$ cat config.mk
export PLATFORM = sky130hd
export DESIGN_NAME = ext_irq_router
export DESIGN_NICKNAME = d
export VERILOG_FILES = /design/src/rtl/eirq_pkg.sv /design/src/rtl/eirq_sync_edge.sv /design/src/rtl/eirq_regs.sv /design/src/rtl/eirq_route.sv /design/src/rtl/ext_irq_router.sv
export SDC_FILE = /design/constraint.sdc
export NUM_CORES = 1
export LEC_CHECK = 0
export CAP_MARGIN = 40
export CORE_MARGIN = 5
export CORE_UTILIZATION = 50
export DETAILED_ROUTE_END_ITERATION = 8
export GPL_ROUTABILITY_DRIVEN = 0
export PLACE_DENSITY = 0.86
export REMOVE_ABC_BUFFERS = 1
export SYNTH_ARGS = -nofsm -noshare
export SYNTH_HDL_FRONTEND = slang
export SYNTH_SLANG_ARGS = --single-unit
$ cat constraint.sdc
create_clock -name clk -period 4 [get_ports clk]
set_input_delay 0.8 -clock clk [delete_from_list [all_inputs] [get_ports clk]]
set_output_delay 0.8 -clock clk [all_outputs]
set_load 0.1 [all_outputs]
$ cat src/rtl/eirq_pkg.sv
package eirq_pkg;
  localparam int unsigned BUS_W  = 32;
  localparam int unsigned ADR_W  = 8;
  localparam logic [ADR_W-1:0] OFS_FLAG  = 8'h14;
  localparam logic [ADR_W-1:0] OFS_EN    = 8'h18;
  localparam logic [ADR_W-1:0] OFS_ROUTE = 8'h1C;
endpackage

$ cat src/rtl/eirq_sync_edge.sv
module eirq_sync_edge #(
  parameter int unsigned N_PINS = 16
) (
  input  logic              clk,
  input  logic              rst_n,
  input  logic [N_PINS-1:0] pin_i,
  output logic [N_PINS-1:0] rise_o
);
  for (genvar n = 0; n < N_PINS; n++) begin : g_pin
    logic s1_q, s2_q, prev_q;
    always_ff @(posedge clk or negedge rst_n) begin
      if (!rst_n) begin
        s1_q   <= 1'b0;
        s2_q   <= 1'b0;
        prev_q <= 1'b0;
      end else begin
        s1_q   <= pin_i[n];
        s2_q   <= s1_q;
        prev_q <= s2_q;
      end
    end
    assign rise_o[n] = s2_q & ~prev_q;
  end
endmodule

$ cat src/rtl/eirq_regs.sv
module eirq_regs
  import eirq_pkg::*;
#(
  parameter int unsigned N_PINS = 16,
  parameter int unsigned N_DMA  = 2
) (
  input  logic              clk,
  input  logic              rst_n,
  input  logic              bus_sel,
  input  logic              bus_wr,
  input  logic [ADR_W-1:0]  bus_addr,
  input  logic [BUS_W-1:0]  bus_wdata,
  output logic [BUS_W-1:0]  bus_rdata,
  input  logic [N_PINS-1:0] rise_i,
  input  logic [N_DMA-1:0]  done_i,
  output logic [N_PINS-1:0] flag_q,
  output logic [N_PINS-1:0] en_q,
  output logic [N_DMA-1:0]  route_q
);
  localparam int unsigned PAD_P = BUS_W - N_PINS;
  localparam int unsigned PAD_D = BUS_W - N_DMA;
  localparam int unsigned PAD_C = N_PINS - N_DMA;

  logic              wr_flag, wr_en, wr_route;
  logic [N_PINS-1:0] clr, flag_d, en_d;
  logic [N_DMA-1:0]  route_d;
  logic              flag_ce;

  always_comb begin
    wr_flag  = bus_sel & bus_wr & (bus_addr == OFS_FLAG);
    wr_en    = bus_sel & bus_wr & (bus_addr == OFS_EN);
    wr_route = bus_sel & bus_wr & (bus_addr == OFS_ROUTE);
    clr      = {{PAD_C{1'b0}}, done_i};
    if (wr_flag) clr = clr | bus_wdata[N_PINS-1:0];
    flag_d   = (flag_q & ~clr) | rise_i;
    flag_ce  = (|clr) | (|rise_i);
    en_d     = bus_wdata[N_PINS-1:0];
    route_d  = bus_wdata[N_DMA-1:0];
  end

  always_ff @(posedge clk or negedge rst_n) begin
    if (!rst_n) begin
      flag_q  <= '0;
      en_q    <= '0;
      route_q <= '0;
    end else begin
      if (flag_ce)  flag_q  <= flag_d;
      if (wr_en)    en_q    <= en_d;
      if (wr_route) route_q <= route_d;
    end
  end

  always_comb begin
    bus_rdata = '0;
    if (bus_sel && !bus_wr) begin
      unique case (bus_addr)
        OFS_FLAG:  bus_rdata = {{PAD_P{1'b0}}, flag_q};
        OFS_EN:    bus_rdata = {{PAD_P{1'b0}}, en_q};
        OFS_ROUTE: bus_rdata = {{PAD_D{1'b0}}, route_q};
        default:   bus_rdata = '0;
      endcase
    end
  end


  edge_lands_chk: assert property (@(posedge clk) disable iff (!rst_n)
    (|rise_i) |=> ((flag_q & $past(rise_i)) == $past(rise_i)));


  flag_sticky_chk: assert property (@(posedge clk) disable iff (!rst_n)
    (|(flag_q & ~clr)) |=> ((flag_q & $past(flag_q & ~clr)) == $past(flag_q & ~clr)));


  w1c_clear_chk: assert property (@(posedge clk) disable iff (!rst_n)
    (wr_flag && ((bus_wdata[N_PINS-1:0] & rise_i) == '0))
      |=> ((flag_q & $past(bus_wdata[N_PINS-1:0])) == '0));


  route_hold_chk: assert property (@(posedge clk) disable iff (!rst_n)
    !wr_route |=> $stable(route_q));
endmodule

$ cat src/rtl/eirq_route.sv
module eirq_route #(
  parameter int unsigned N_PINS = 16,
  parameter int unsigned N_DMA  = 2
) (
  input  logic [N_PINS-1:0] flag_i,
  input  logic [N_PINS-1:0] en_i,
  input  logic [N_DMA-1:0]  route_i,
  output logic              irq_o,
  output logic [N_DMA-1:0]  dma_o
);
  logic [N_PINS-1:0] irq_vec;

  for (genvar n = 0; n < N_PINS; n++) begin : g_rt
    if (n < N_DMA) begin : g_sel
      assign irq_vec[n] = flag_i[n] & en_i[n] & ~route_i[n];
      assign dma_o[n]   = flag_i[n] & en_i[n] &  route_i[n];
    end else begin : g_fix
      assign irq_vec[n] = flag_i[n] & en_i[n];
    end
  end

  assign irq_o = |irq_vec;
endmodule

$ cat src/rtl/ext_irq_router.sv
module ext_irq_router
  import eirq_pkg::*;
#(
  parameter int unsigned N_PINS = 16,
  parameter int unsigned N_DMA  = 2
) (
  input  logic              clk,
  input  logic              rst_n,
  input  logic [N_PINS-1:0] irq_pin,
  input  logic              bus_sel,
  input  logic              bus_wr,
  input  logic [ADR_W-1:0]  bus_addr,
  input  logic [BUS_W-1:0]  bus_wdata,
  output logic [BUS_W-1:0]  bus_rdata,
  input  logic [N_DMA-1:0]  dma_done,
  output logic              irq_out,
  output logic [N_DMA-1:0]  dma_req
);
  logic              rst_s1_q, rst_s2_q;
  logic [N_PINS-1:0] rise, flag, en;
  logic [N_DMA-1:0]  route;

  always_ff @(posedge clk or negedge rst_n) begin
    if (!rst_n) begin
      rst_s1_q <= 1'b0;
      rst_s2_q <= 1'b0;
    end else begin
      rst_s1_q <= 1'b1;
      rst_s2_q <= rst_s1_q;
    end
  end

  eirq_sync_edge #(.N_PINS(N_PINS)) u_sync (
    .clk(clk), .rst_n(rst_s2_q), .pin_i(irq_pin), .rise_o(rise));

  eirq_regs #(.N_PINS(N_PINS), .N_DMA(N_DMA)) u_regs (
    .clk(clk), .rst_n(rst_s2_q), .bus_sel(bus_sel), .bus_wr(bus_wr),
    .bus_addr(bus_addr), .bus_wdata(bus_wdata), .bus_rdata(bus_rdata),
    .rise_i(rise), .done_i(dma_done), .flag_q(flag), .en_q(en),
    .route_q(route));

  eirq_route #(.N_PINS(N_PINS), .N_DMA(N_DMA)) u_route (
    .flag_i(flag), .en_i(en), .route_i(route), .irq_o(irq_out),
    .dma_o(dma_req));
endmodule

==> results of run 1 <==
-- metrics by stage --
stage / power (mW) / setup TNS, ps / instance area [um2] / util, %
2_1_floorplan: 1.03 / -24050 / 3100 / -
3_3_place_gp: 1.10 / 0 / 4040 / 64.4
3_5_place_dp: 1.11 / 0 / 4100 / 65.3
4_1_cts: 1.63 / 0 / 4280 / 68.1
5_1_grt: 1.68 / 0 / 4280 / 68.1
6_report: 1.61 / 0 / 4280 / 68.1
-- metal layers --
metal	up-vias	part of all wire, %	global-route usage (%)
met2	72	51	25.7
met4	0	0.37	5.33
met5	-	0	0
met3	2	7.0	5.59
li1	954	-	-
met1	1055	42	20.7
-- area by class of cell --
| type | count | area, um2 |
|---|---|---|
| multi-input cells | 129 | 930 |
| fillers | 430 | 2000 |
| repair buffers | 71 | 898 |
| clock buffers | 10 | 138 |
| clock inverters | 6 | 38.8 |
| well taps | 77 | 96.3 |
| flip-flops and latches | 84 | 2110 |
| inverters | 19 | 71.3 |
-- flip-flops by register name (all words and copies together), names as in the netlist --
| signal | flops |
|---|---|
| u_sync.g_pin.prev_q | 16 |
| u_regs.flag_q | 16 |
| u_sync.g_pin.s2_q | 16 |
| rst_s1_q | 1 |
| u_regs.route_q | 2 |
| u_regs.en_q | 16 |
| u_sync.g_pin.s1_q | 16 |
| rst_s2_q | 1 |
-- cell usage in the layout, fill, tap and decap left out, drive strengths merged, types with 10 or more instances in the layout --
master,instances
nor2,16
nand3,14
clkdlybuf4s50,47
a22o,16
clkbuf,10
inv,20
conb,17
a22oi,18
buf,24
mux2,18
dfrtp,84
-- cells by family (layout without fill, tap and decap cells) --
logic type      after synthesis  in the layout  synth area share, %
compound gates               43             43                 10.6
buf+inv                      44            106                 7.38
flops                        84             84                 65.6
mux                          18             18                 7.49
other cells                   2             17                0.234
simple gates                 51             51                 8.74
-- power by group through the flow --
stage	registers [mW]	logic [mW]	clock network (mW)
after floorplan	0.919	0.113	0
after global placement	0.926	0.174	0
after detailed placement	0.918	0.190	0
after CTS	0.900	0.191	0.542
after global routing	0.904	0.200	0.576
final	0.900	0.191	0.524
-- synth_stat cells, drive strengths merged (2+ instances only) --
| library cell | count |
|---|---|
| clkbuf | 4 |
| nand3 | 14 |
| o21ai | 3 |
| a221oi | 2 |
| mux2 | 18 |
| inv | 19 |
| nor2 | 16 |
| a22o | 16 |
| buf | 21 |
| a22oi | 18 |
| dfrtp | 84 |
| conb | 2 |
| and3 | 4 |
| nand2 | 6 |
| nand4 | 2 |
| o32ai | 2 |
-- final timing paths --
kind	endpoint	slack [ps]
setup / recovery	bus_rdata[15]	240
hold / removal	u_sync.g_pin[9].prev_q$_DFF_PN0_	220
setup reg to reg	u_regs.flag_q[8]$_DFFE_PN0P_	3200
hold reg to reg	u_sync.g_pin[9].prev_q$_DFF_PN0_	220
max in group asynchronous	u_regs.flag_q[8]$_DFFE_PN0P_	3200
min in group clk	u_sync.g_pin[3].s2_q$_DFF_PN0_	350
==> flow_metrics.env, run 1 <==
export IMPL_outcome="completed"
export IMPL_clk_latency_ps=340
export IMPL_syn_instance_count=242
export IMPL_slowest_stage="or4b_4"
export IMPL_ys_ff_latch=84
export IMPL_grt_pass1_wl_mm=10.5
export IMPL_wl_per_cell_um=15.8
export IMPL_cts_hold_buffers=0
export IMPL_initial_core_util_pct=51.1
export IMPL_worst_setup_path_end_kind="primary output"
export IMPL_ir_drop_mv=0.280
export IMPL_fin_cells=396
export IMPL_p_seq_share_pct=55.8
export IMPL_grt_usage_pct=16.1
export IMPL_combPwrFrac_pct=11.8
export IMPL_grt_pass1_vias=2155
export IMPL_hold_viol=0
export IMPL_required_ps=3200
export IMPL_die_w_um=90.1
export IMPL_synthDistinctLibCells=32
export IMPL_max_freq_mhz=266
export IMPL_drt_initial_drc_count=124
export IMPL_core_um2=6280
export IMPL_drv_slew=0
export IMPL_p_leak_nw=1.93
export IMPL_grt_max_degree=61
export IMPL_postCtsSetupRepairBufs=0
export IMPL_ys_top_cells_by_area="dfrtp_1, mux2_4, a22o_1, a22oi_1, buf_4"
export IMPL_cts_root_buffer="clkbuf_8"
export IMPL_post_route_period_util_pct=94.0
export IMPL_netSwitchingFraction_pct=26.6
export IMPL_gr_total_overflow=0
export IMPL_grt_setup_unrepaired="no"
export IMPL_pre_cts_slack_ps=226
export IMPL_maxCapViolations=0
export IMPL_io_buffers=64
export IMPL_synth_cell_area_um2=3210
export IMPL_die_height_um=90.1
export IMPL_antenna_left=0
export IMPL_powerDensity_nw_per_um2=377
export IMPL_synth_seq_area_share_pct=65.6
export IMPL_async_reset_ff_share_pct=100
export IMPL_dieArea_um2=8110
export IMPL_h_tree_depth=3
export IMPL_ios=97
export IMPL_reg2reg_from="rst_s2_q$_DFF_PN0_"
export IMPL_cp_max_fo=16
export IMPL_path_buf_inv=3
export IMPL_whs_ps=219
export IMPL_dr_pass1_iters=4
export IMPL_n_antenna_cell=0
export IMPL_synth_main_ff_cell="dfrtp_1"
export IMPL_cts_made_buffers=9
export IMPL_avgSynthCellArea_um2=13.2
export IMPL_clock_path_buffers=2
export IMPL_drive_gt1_share_pct=19.7
export IMPL_drc_errors=0
export IMPL_routed_via_density=5.26
export IMPL_clkTransAtPathRegs_ps=80
export IMPL_clockPowerShare_pct=32.4
export IMPL_start_kind="input port"
export IMPL_num_rows=29
export IMPL_synth_edf_count=0
export IMPL_wl_mm=6.28
export IMPL_cts_tree="built"
export IMPL_crit_arrival_ps=2960
export IMPL_vias=2083
export IMPL_p_sw_mw=0.430
export IMPL_num_nets_final=376
export IMPL_crit_chain="clkdlybuf4s50_1 -> or4b_4 -> nor3_1 -> o2111ai_1 -> buf_4 -> nor2_1 -> buf_12"
export IMPL_cp_depth=7
export IMPL_yosysWarnings=0
export IMPL_dp_cells=380
export IMPL_worst_setup_path_type="in -> out"
export IMPL_p_int_mw=1.18
export IMPL_cpPeakStageDelay_ps=580
export IMPL_post_cts_resized=0
export IMPL_reg2reg_depth=1
export IMPL_dpl_hpwl_mm=4.46
export IMPL_post_route_min_period_ps=3760
export IMPL_setup_viol=0
export IMPL_areaGrowthSynthToFinish_pct=33.5
export IMPL_clock_sinks=84
export IMPL_setup_worst_path_start="bus_addr[5]"
export IMPL_hold_path_class="reg -> async"
export IMPL_yosys_area_top_type="dfrtp_1"
export IMPL_synth_top_cell_area_share_pct=65.6
export IMPL_finClkSkew_ps=8.25
export IMPL_layout_setup_ws_ps=242
export IMPL_critPathTopFamily="simple AND/OR/NAND/NOR gates"
export IMPL_antenna_found_initial=0
(Power assumes the default switching activity.)
==> run 2: changes to the inputs <==
--- a/config.mk
+++ b/config.mk
@@ -7,10 +7,10 @@
 export LEC_CHECK = 0
 export CAP_MARGIN = 40
 export CORE_MARGIN = 5
-export CORE_UTILIZATION = 50
+export CORE_UTILIZATION = 46
 export DETAILED_ROUTE_END_ITERATION = 8
 export GPL_ROUTABILITY_DRIVEN = 0
-export PLACE_DENSITY = 0.86
+export PLACE_DENSITY = 0.81
 export REMOVE_ABC_BUFFERS = 1
 export SYNTH_ARGS = -nofsm -noshare
 export SYNTH_HDL_FRONTEND = slang
==> constraint.sdc (replaced) <==
create_clock -name clk -period 4.2 [get_ports clk]
set_input_delay 0.84 -clock clk [delete_from_list [all_inputs] [get_ports clk]]
set_output_delay 0.84 -clock clk [all_outputs]
set_load 0.1 [all_outputs]
==> flow_metrics.env, run 2 (synthesis results as in run 1) <==
export IMPL_reg2reg_from="rst_s2_q$_DFF_PN0_"
export IMPL_areaGrowthSynthToFinish_pct=35.0
export IMPL_r2r_slack_ps=3290
export IMPL_layout_setup_ws_ps=317
export IMPL_r2r_end="u_sync.g_pin[0].s2_q$_DFF_PN0_"
export IMPL_dr_pass1_iters=4
export IMPL_post_route_period_util_pct=92.5
export IMPL_required_ps=3360
export IMPL_clock_path_buffers=2
export IMPL_die_w_um=93.5
export IMPL_crit_arrival_ps=3040
export IMPL_die_height_um=93.5
export IMPL_io_buffers=64
export IMPL_ir_drop_mv=0.307
export IMPL_dpl_hpwl_mm=4.62
export IMPL_setup_viol=0
export IMPL_mostFrequentLayoutCells="dfrtp_1, clkdlybuf4s50_1, inv_1, a22oi_1"
export IMPL_routed_via_density=5.00
export IMPL_grt_max_degree=45
export IMPL_grt_usage_pct=15.7
export IMPL_cts_made_buffers=9
export IMPL_drc_errors=0
export IMPL_initial_core_util_pct=47.2
export IMPL_max_slew_margin_rel_pct=41.4
export IMPL_antenna_left=0
export IMPL_drv_slew=0
export IMPL_post_route_min_period_ps=3880
export IMPL_worst_setup_path_end_kind="primary output"
export IMPL_post_cts_resized=0
export IMPL_n_antenna_cell=0
export IMPL_cts_tree="built"
export IMPL_grt_pass1_wl_mm=10.5
export IMPL_hold_path_class="reg -> async"
export IMPL_utilization_pct=63.7
export IMPL_p_leak_nw=1.94
export IMPL_outcome="completed"
export IMPL_dieArea_um2=8740
export IMPL_reg2reg_depth=1
export IMPL_hold_viol=0
export IMPL_clkTransAtPathRegs_ps=80
export IMPL_powerDensity_nw_per_um2=383
export IMPL_num_rows=30
export IMPL_drive_gt1_share_pct=19.7
export IMPL_worst_setup_path_type="in -> out"
export IMPL_ios=97
export IMPL_wl_mm=6.53
export IMPL_gr_total_overflow=0
export IMPL_max_freq_mhz=258
export IMPL_cts_root_buffer="clkbuf_8"
export IMPL_clk_latency_ps=350
export IMPL_n_fill_cell=540
export IMPL_tightest_slew_ps=879
export IMPL_wl_per_cell_um=15.7
export IMPL_grt_pass1_vias=2171
export IMPL_cts_hold_buffers=0
export IMPL_power_mw=1.66
export IMPL_grt_setup_unrepaired="no"
export IMPL_maxCapViolations=0
export IMPL_num_nets_final=376
export IMPL_start_kind="input port"
export IMPL_antenna_found_initial=0
export IMPL_clock_sinks=84
export IMPL_vias=2077
export IMPL_pre_cts_slack_ps=351
export IMPL_final_common_cell="dfrtp_1"
export IMPL_h_tree_depth=3
export IMPL_postCtsSetupRepairBufs=0
export IMPL_core_um2=6790
export IMPL_cp_max_fo=29
export IMPL_finClkSkew_ps=8.01
export IMPL_drt_initial_drc_count=49
## run 2: cell count changes in the layout (fill, tap and decap cells not counted)
| cell | change |
|---|---|
| clkbuf_8 | -1 |
| clkinv_2 | -2 |
| buf_4 | +1 |
| clkinvlp_4 | -1 |
| clkinv_4 | +2 |
| buf_16 | -1 |
| bufinv_16 | +2 |
## run 2: power by group
part / internal, mW / switching (mW) / total, mW
logic: 0.0577 / 0.119 / 0.177
clock network: 0.337 / 0.284 / 0.622
registers: 0.839 / 0.0206 / 0.860
total: 1.23 / 0.423 / 1.66
## run 2: worst max path at each step
stage,from,to,slack [ps]
final,bus_addr[5],bus_rdata[12],320
after global routing,bus_addr[5],bus_rdata[12],230
after CTS,bus_addr[5],bus_rdata[5],330
after detailed placement,bus_addr[5],bus_rdata[3],350
after global placement,bus_addr[5],bus_rdata[8],390
after floorplan,bus_addr[5],bus_rdata[10],-1650
## run 2: worst max-delay path, cell delays in order
cell and delay (ps):
clkdlybuf4s50_1 400, or4b_4 570, nor4_2 250, buf_4 370, a22oi_1 120, nor2_1 260
buf_12 220
## run 2: metal layers
metal  track usage (%)  routed length [um]
met1              19.6                2780
met2              25.5                3230
met3              6.28                 471
met4              4.15                  56
met5                 0                   0
## run 2: metrics by stage
stage	TNS, ps	area, um2	cells	hold WS [ps]
detailed placement	0	4110	399	318
CTS	0	4330	415	330
finish	0	4330	415	302
floorplan	-22130	3100	232	331
global route	0	4330	415	356
global placement	0	4060	396	332
## run 2: area by class of cell
class	instances	area (um2)	area share, %
clock buffer	9	124	2.86
timing repair buffer	71	878	20.3
clock inverter	7	98.8	2.28
tap	96	120	2.78
multi-input combinational	129	930	21.5
sequential	84	2110	48.7
inverter	19	71.3	1.65
